===== config.mk =====
export PLATFORM = sky130hd
export DESIGN_NAME = nand_idstat_resp
export DESIGN_NICKNAME = d
export VERILOG_FILES = /design/src/rtl/nidr_pkg.sv /design/src/rtl/nidr_status_reg.sv /design/src/rtl/nidr_id_rom.sv /design/src/rtl/nidr_seq.sv /design/src/rtl/nand_idstat_resp.sv
export SDC_FILE = /design/constraint.sdc
export NUM_CORES = 1
export LEC_CHECK = 0
export BUFFER_PORTS_ARGS = -buffer_cell sky130_fd_sc_hd__buf_2
export CAP_MARGIN = 30
export CORE_MARGIN = 2
export CORE_UTILIZATION = 35
export DETAILED_ROUTE_END_ITERATION = 8
export PLACE_DENSITY = 0.71
export SLEW_MARGIN = 20
export SYNTH_ARGS = -nofsm -noshare
export SYNTH_HDL_FRONTEND = slang
export SYNTH_HIERARCHICAL = 1
export SYNTH_SLANG_ARGS = --single-unit
export TNS_END_PERCENT = 100

===== constraint.sdc =====
create_clock -name clk -period 2.5 [get_ports clk]
set_input_delay 0.625 -clock clk [delete_from_list [all_inputs] [get_ports clk]]
set_output_delay 0.625 -clock clk [all_outputs]
set_load 0.01 [all_outputs]

===== src/rtl/nidr_pkg.sv =====
package nidr_pkg;

  typedef enum logic [1:0] {
    MODE_IDLE = 2'd0,
    MODE_ID   = 2'd1,
    MODE_STAT = 2'd2
  } nidr_mode_e;

  localparam int unsigned BYTE_W = 8;

  // status byte layout
  localparam int unsigned ST_ERR   = 0;
  localparam int unsigned ST_BUSY  = 6;
  localparam int unsigned ST_WPN   = 7;
  localparam logic [7:0]  ST_STICKY_MASK = 8'h5F;

  // identification constants
  localparam logic [7:0] ID_FILLER    = 8'hA5;
  localparam logic [7:0] GEO_LP_X8    = 8'h15;
  localparam logic [7:0] GEO_LP_X16   = 8'h55;
  localparam logic [7:0] GEO_SMALL_PG = 8'hC0;

endpackage


===== src/rtl/nidr_status_reg.sv =====
module nidr_status_reg
  import nidr_pkg::*;
(
  input  logic       clk,
  input  logic       rst,
  input  logic       wp_n_i,
  input  logic       clr_i,
  input  logic [7:0] set_i,
  output logic [7:0] stat_o
);

  logic       wpn_q;
  logic [6:0] flags_q;

  // write-protect level is resampled every cycle, reset or not
  always_ff @(posedge clk) begin
    wpn_q <= wp_n_i;
  end

  always_ff @(posedge clk) begin
    if (rst || clr_i) begin
      flags_q <= '0;
    end else begin
      flags_q <= flags_q | (set_i[6:0] & ST_STICKY_MASK[6:0]);
    end
  end

  assign stat_o = {wpn_q, flags_q};


  clr_flags_chk: assert property (@(posedge clk) disable iff (rst)
    clr_i |=> (stat_o[6:0] == 7'd0));


  wp_track_chk: assert property (@(posedge clk) disable iff (rst)
    1'b1 |=> (stat_o[ST_WPN] == $past(wp_n_i)));


  reserved_zero_chk: assert property (@(posedge clk) disable iff (rst)
    1'b1 |=> (stat_o[5] == 1'b0));


  sticky_chk: assert property (@(posedge clk) disable iff (rst)
    (stat_o[ST_ERR] && !clr_i) |=> stat_o[ST_ERR]);


  busy_set_chk: assert property (@(posedge clk) disable iff (rst)
    (set_i[ST_BUSY] && !clr_i) |=> stat_o[ST_BUSY]);

endmodule


===== src/rtl/nidr_id_rom.sv =====
module nidr_id_rom
  import nidr_pkg::*;
#(
  parameter int unsigned ID_LEN = 4,
  localparam int unsigned PTR_W = $clog2(ID_LEN + 1)
) (
  input  logic [7:0]       mfr_id_i,
  input  logic [7:0]       dev_id_i,
  input  logic             large_page_i,
  input  logic             bus16_i,
  input  logic [PTR_W-1:0] sel_i,
  output logic [7:0]       byte_o
);

  logic [7:0] geo_byte;
  logic [7:0] tbl [ID_LEN];

  always_comb begin
    if (!large_page_i)  geo_byte = GEO_SMALL_PG;
    else if (bus16_i)   geo_byte = GEO_LP_X16;
    else                geo_byte = GEO_LP_X8;
  end

  for (genvar gi = 0; gi < ID_LEN; gi++) begin : g_tbl
    if (gi == 0) begin : g_mfr
      assign tbl[gi] = mfr_id_i;
    end else if (gi == 1) begin : g_dev
      assign tbl[gi] = dev_id_i;
    end else if (gi == 2) begin : g_fill
      assign tbl[gi] = ID_FILLER;
    end else if (gi == 3) begin : g_geo
      assign tbl[gi] = geo_byte;
    end else begin : g_pad
      assign tbl[gi] = 8'h00;
    end
  end

  always_comb begin
    byte_o = 8'h00;
    for (int i = 0; i < ID_LEN; i++) begin
      if (sel_i == PTR_W'(i)) byte_o = tbl[i];
    end
  end

endmodule


===== src/rtl/nidr_seq.sv =====
module nidr_seq
  import nidr_pkg::*;
#(
  parameter int unsigned ID_LEN = 4,
  localparam int unsigned PTR_W = $clog2(ID_LEN + 1)
) (
  input  logic             clk,
  input  logic             rst,
  input  logic             cmd_id_i,
  input  logic             cmd_status_i,
  input  logic             cmd_other_i,
  input  logic             cmd_reset_i,
  input  logic             rd_stb_i,
  input  logic             ce_n_i,
  output nidr_mode_e       mode_o,
  output logic [PTR_W-1:0] ptr_o,
  output logic             emit_id_o,
  output logic             emit_stat_o
);

  localparam logic [PTR_W-1:0] PTR_END = PTR_W'(ID_LEN);

  nidr_mode_e       mode_q;
  logic [PTR_W-1:0] ptr_q;
  logic             cmd_any;
  logic             rd_ok;

  assign cmd_any     = cmd_id_i | cmd_status_i | cmd_other_i | cmd_reset_i;
  assign rd_ok       = rd_stb_i && !ce_n_i && !cmd_any;
  assign emit_id_o   = rd_ok && (mode_q == MODE_ID) && (ptr_q < PTR_END);
  assign emit_stat_o = rd_ok && (mode_q == MODE_STAT);

  always_ff @(posedge clk) begin
    if (rst || cmd_reset_i) begin
      mode_q <= MODE_IDLE;
      ptr_q  <= '0;
    end else if (cmd_id_i) begin
      mode_q <= MODE_ID;
      ptr_q  <= '0;
    end else if (cmd_status_i) begin
      mode_q <= MODE_STAT;
    end else if (cmd_other_i) begin
      mode_q <= MODE_IDLE;
    end else if (emit_id_o) begin
      ptr_q <= ptr_q + 1'b1;
    end
  end

  assign mode_o = mode_q;
  assign ptr_o  = ptr_q;


  ptr_bound_chk: assert property (@(posedge clk) disable iff (rst)
    ptr_q <= PTR_END);


  ptr_step_chk: assert property (@(posedge clk) disable iff (rst)
    (mode_q == MODE_ID && rd_stb_i && !ce_n_i && !cmd_any && ptr_q < PTR_END)
      |=> (ptr_q == $past(ptr_q) + 1'b1));


  ce_hold_chk: assert property (@(posedge clk) disable iff (rst)
    (ce_n_i && !cmd_any) |=> (ptr_q == $past(ptr_q)));


  stat_stay_chk: assert property (@(posedge clk) disable iff (rst)
    (mode_q == MODE_STAT && !cmd_any) |=> (mode_q == MODE_STAT));

endmodule


===== src/rtl/nand_idstat_resp.sv =====
module nand_idstat_resp
  import nidr_pkg::*;
#(
  parameter int unsigned BUS_W  = 16,
  parameter int unsigned ID_LEN = 4
) (
  input  logic             clk,
  input  logic             rst,
  input  logic             cmd_id_i,
  input  logic             cmd_status_i,
  input  logic             cmd_other_i,
  input  logic             cmd_reset_i,
  input  logic             rd_stb_i,
  input  logic             ce_n_i,
  input  logic             wp_n_i,
  input  logic [7:0]       stat_set_i,
  input  logic [7:0]       mfr_id_i,
  input  logic [7:0]       dev_id_i,
  input  logic             large_page_i,
  input  logic             bus16_i,
  output logic [BUS_W-1:0] dout_o
);

  localparam int unsigned PTR_W = $clog2(ID_LEN + 1);
  localparam int unsigned PAD_W = BUS_W - BYTE_W;

  nidr_mode_e       mode;
  logic [PTR_W-1:0] ptr;
  logic             emit_id;
  logic             emit_stat;
  logic [7:0]       stat;
  logic [7:0]       id_byte;
  logic [7:0]       rd_byte;
  logic [BUS_W-1:0] dout_q;

  nidr_status_reg u_status (
    .clk    (clk),
    .rst    (rst),
    .wp_n_i (wp_n_i),
    .clr_i  (cmd_reset_i),
    .set_i  (stat_set_i),
    .stat_o (stat)
  );

  nidr_seq #(.ID_LEN(ID_LEN)) u_seq (
    .clk          (clk),
    .rst          (rst),
    .cmd_id_i     (cmd_id_i),
    .cmd_status_i (cmd_status_i),
    .cmd_other_i  (cmd_other_i),
    .cmd_reset_i  (cmd_reset_i),
    .rd_stb_i     (rd_stb_i),
    .ce_n_i       (ce_n_i),
    .mode_o       (mode),
    .ptr_o        (ptr),
    .emit_id_o    (emit_id),
    .emit_stat_o  (emit_stat)
  );

  nidr_id_rom #(.ID_LEN(ID_LEN)) u_rom (
    .mfr_id_i     (mfr_id_i),
    .dev_id_i     (dev_id_i),
    .large_page_i (large_page_i),
    .bus16_i      (bus16_i),
    .sel_i        (ptr),
    .byte_o       (id_byte)
  );

  always_comb begin
    if (emit_id)        rd_byte = id_byte;
    else if (emit_stat) rd_byte = stat;
    else                rd_byte = 8'h00;
  end

  always_ff @(posedge clk) begin
    if (rst) begin
      dout_q <= '0;
    end else if (rd_stb_i) begin
      dout_q <= {{PAD_W{1'b0}}, rd_byte};
    end
  end

  assign dout_o = dout_q;


  ce_zero_chk: assert property (@(posedge clk) disable iff (rst)
    (rd_stb_i && ce_n_i) |=> (dout_o == '0));


  upper_zero_chk: assert property (@(posedge clk) disable iff (rst)
    1'b1 |=> (dout_o[BUS_W-1:BYTE_W] == '0));


  hold_chk: assert property (@(posedge clk) disable iff (rst)
    !rd_stb_i |=> $stable(dout_o));


  exhaust_chk: assert property (@(posedge clk) disable iff (rst)
    (mode == MODE_ID && ptr == PTR_W'(ID_LEN) && rd_stb_i) |=> (dout_o == '0));


  stat_repeat_chk: assert property (@(posedge clk) disable iff (rst)
    (mode == MODE_STAT && rd_stb_i && !ce_n_i && !cmd_id_i && !cmd_status_i
     && !cmd_other_i && !cmd_reset_i)
      |=> (dout_o[7:0] == $past(stat)));

endmodule


==> results.md <==
| Metric | This run | Unit |
|---|---|---|
| Status | completed | - |
| Hold violation count in the final report | 0 | - |
| Gate family responsible for the most delay along the worst path | simple AND/OR/NAND/NOR gates | - |
| Detailed router's first-iteration violation count | 31 | - |
| Die boundary height | 60.2 | um |
| Most used flip-flop cell after synthesis | sky130_fd_sc_hd__dfxtp_1 | - |
| Design area | 0.00133 | mm^2 |
| Leading cell type by number of instances after synthesis | sky130_fd_sc_hd__dfxtp_1 | - |
| Cell with the largest stage delay on the worst path | sky130_fd_sc_hd__or4b_4 | - |
| Resize count post-CTS | 0 | - |
| Cell taking the most area after synthesis | sky130_fd_sc_hd__dfxtp_1 | - |
| Post-Synthesis Mean Instance Area | 8.78 | um^2 |
| Routed wirelength normalized by instance count | 11.7 | um |
| Largest clock skew in the final design | 0.00154 | ns |
| Async set-or-reset flop fraction in the synthesized netlist | 0 | - |
| Port-buffer cells | 40 | - |
| Number of standard cells in the final layout excluding fillers | 206 | - |
| Worst rel slew slack | 0.625 | - |
| Syn Inst Count | 126 | - |
| Wire length reported by the detailed router | 2.41 | mm |
| Initial antenna violation count | 0 | - |
| IO Count | 51 | - |
| Vias in the first global route | 871 | - |
| Max Used Layer | met4 | - |
| Post-detailed-placement cell area | 0.00127 | mm^2 |
| Worst endpoint data arrival time | 2.19 | ns |
| RSZ-0062 raised after global routing | no | - |
| Core footprint | 0.00303 | mm^2 |
| Detail Placement HPWL | 1.88 | mm |
| Fin crit share | 0.799 | - |
| Routed wire length on met2 | 1.17 | mm |
| Required @ worst endpoint | 2.69 | ns |
| Max-Cap Viols | 0 | - |
| Buffers plus inverters on the worst setup path | 1 | - |
| Netlist area before placement | 0.00111 | mm^2 |
| CTS clk-pin slew, worst paths | 0.11 | ns |
| Leakage power of the design | 0.526 | nW |
| Hold-fix buffer count after cts | 0 | - |
| Drt first pass iters | 4 | - |
| Worst-margin pin slew | 0.555 | ns |
| Number of unique standard cell types used by synthesis | 33 | - |
| Sum of routed wire segments on met1 | 1.10 | mm |
| Htree depth | 1 | - |
| Die extent in x | 60.2 | um |
| Via count of the routed design | 1029 | - |
| Setup_tns | 0 | ns |
| Number of sinks driven by the clock tree | 20 | - |
| Effective utilization at floorplan | 0.365 | - |
| Number of inserted diodes | 0 | - |
| Most common library cells after synthesis | 20 x sky130_fd_sc_hd__dfxtp_1, 12 x sky130_fd_sc_hd__nand2_1, 10 x sky130_fd_sc_hd__buf_4, 10 x sky130_fd_sc_hd__nor2_1 | - |
| Global-route wire length before repair | 3.62 | mm |
| Sort of element at the end of the critical path | flip-flop | - |
| Worst setup path class | input pin to flip-flop | - |
| Clock tree from TritonCTS | done | - |
| Rows | 20 | - |
| Number of synthesized flops with an enable pin | 0 | - |
| Top cell type's share of synthesized area | 0.362 | - |
| Vias per std cell | 5.00 | - |
| Placed Cells | 202 | - |
| Clock insertion delay at the later pin of the skew report | 0.30 | ns |
| Flops & latches, synth | 20 | - |
| Fmax | 500 | MHz |
| Largest net degree at the start of global routing | 18 | - |
| Worst-case setup margin in the final layout | 0.501 | ns |
| Residual DRC | 0 | - |
| Net count, final | 199 | - |
| Worst hold path class | input pin to flip-flop | - |
| Worst slack, placed | 0.215 | ns |
| Count of yosys warnings during synthesis | 6 | - |
| DRT antenna net count | 0 | - |
| Amount of wire on met3 after detailed routing | 115 | um |
| Power per cell area | 517 | mW/mm^2 |
| Setup crit start kind | input pin | - |
| Final Wtd Congestion | 0.904 | - |
| Number of post-CTS setup repair buffers | 0 | - |
| Worst path max stage delay | 0.56 | ns |
| CP cell instances | buf_2, or4b_4, or4_1, a2111oi_1 | - |
| CTS Buffer Depth | 2 | - |
| Worst Path Max Fanout | 7 | - |
| Clock period minus worst slack | 2.00 | ns |
| Filler instances | 320 | - |
| Die area | 0.00363 | mm^2 |
| Number of clock buffers inserted by TritonCTS | 3 | - |
| Share of cells above drive strength 1 | 0.315 | - |
| Clock root buffer | sky130_fd_sc_hd__clkbuf_4 | - |
| Sequential area share after synthesis | 0.362 | - |
| Top area cells in the synthesized netlist | sky130_fd_sc_hd__dfxtp_1 36%, sky130_fd_sc_hd__a311oi_1 7.1%, sky130_fd_sc_hd__buf_4 6.8% | - |
| Overall overflow remaining after global route | 0 | - |
| Post-synthesis to final-layout area growth | 19.8 | % |
| All-Layer GR Usage | 0.132 | - |
| Peak supply drop | 0.000344 | V |
| Number of slew-limit violations in the final report | 0 | - |
| Final Setup Violations | 0 | - |
-- metrics by stage --
stage                util  hold slack (ns)  total power, W
floorplan               -            0.428        0.000399
global placement    0.420            0.444        0.000428
detailed placement  0.420            0.448        0.000430
CTS                 0.438            0.419        0.000689
global route        0.438            0.403        0.000714
finish              0.438            0.420        0.000685
-- layer usage --
layer  track usage  up-vias
li1              -      528
met1         0.155      467
met2         0.228       32
met3        0.0498        2
met4        0.0286        0
met5             0        -
-- worst reg2reg max path, stage by stage, from the launching register on --
cell and delay, ns:
sky130_fd_sc_hd__dfxtp_1 0.43, sky130_fd_sc_hd__or3b_2 0.53, sky130_fd_sc_hd__or4_1 0.41, sky130_fd_sc_hd__a2111oi_1 0.39
-- layout make-up --
class,instances,area [um^2],share of cell area
Tap cell,44,55.1,0.0415
Inverter,2,7.51,0.00567
Sequential cell,20,400,0.302
Clock buffer,3,22.5,0.0170
Timing Repair Buffer,43,223,0.168
Clock inverter,1,30.0,0.0227
Multi-Input combinational cell,93,587,0.443
-- cell usage in the layout, fill, tap and decap left out, drive strengths merged, types with 3 or more instances in the layout --
cell type	netlist	layout
a211oi	4	4
a21oi	4	4
a311oi	9	9
buf	17	43
clkbuf	1	3
conb	2	9
dfxtp	20	20
mux2i	4	4
nand2	12	12
nand3b	9	9
nor2	11	11
nor3	7	7
o21a	6	6
-- worst paths after layout --
check | slack, ns | cells past startpoint | endpoint | start
max | 0.50 | 4 | u_seq/ptr_o[0]$_SDFFE_PP0P_ | cmd_id_i
min | 0.42 | 1 | u_status/wpn_q$_DFF_P_ | wp_n_i
max reg2reg | 0.63 | 3 | u_seq/ptr_o[0]$_SDFFE_PP0P_ | u_seq/ptr_o[2]$_SDFFE_PP0P_
min reg2reg | 0.47 | 1 | u_status/flags_q[0]$_SDFF_PP0_ | u_status/flags_q[0]$_SDFF_PP0_
-- sequential cells by signal, summed over array words and instances (netlist names) --
signal	flops
dout_o	8
u_status/flags_q	6
u_seq/ptr_o	3
u_seq/mode_o	2
u_status/wpn_q	1
-- cell families (layout without fill, tap and decap cells) --
family,Yosys count,count (layout),synth area share
AND/OR/NAND/NOR,49,49,0.244
AO/OA/AOI/OAI,30,30,0.208
flip-flops,20,20,0.362
buffers and inverters,20,49,0.131
multiplexers,4,4,0.0362
other,2,9,0.00679
adder cells (fa/ha/maj),1,1,0.0113
-- where the power goes --
part	switching [W]	total [W]	internal, W	leakage [nW]
sequential	0.00000701	0.000338	0.000331	0.164
clock	0.0000997	0.000262	0.000162	0.0279
combinational	0.0000446	0.0000845	0.0000399	0.334
Power figures use the tool's default switching activity.
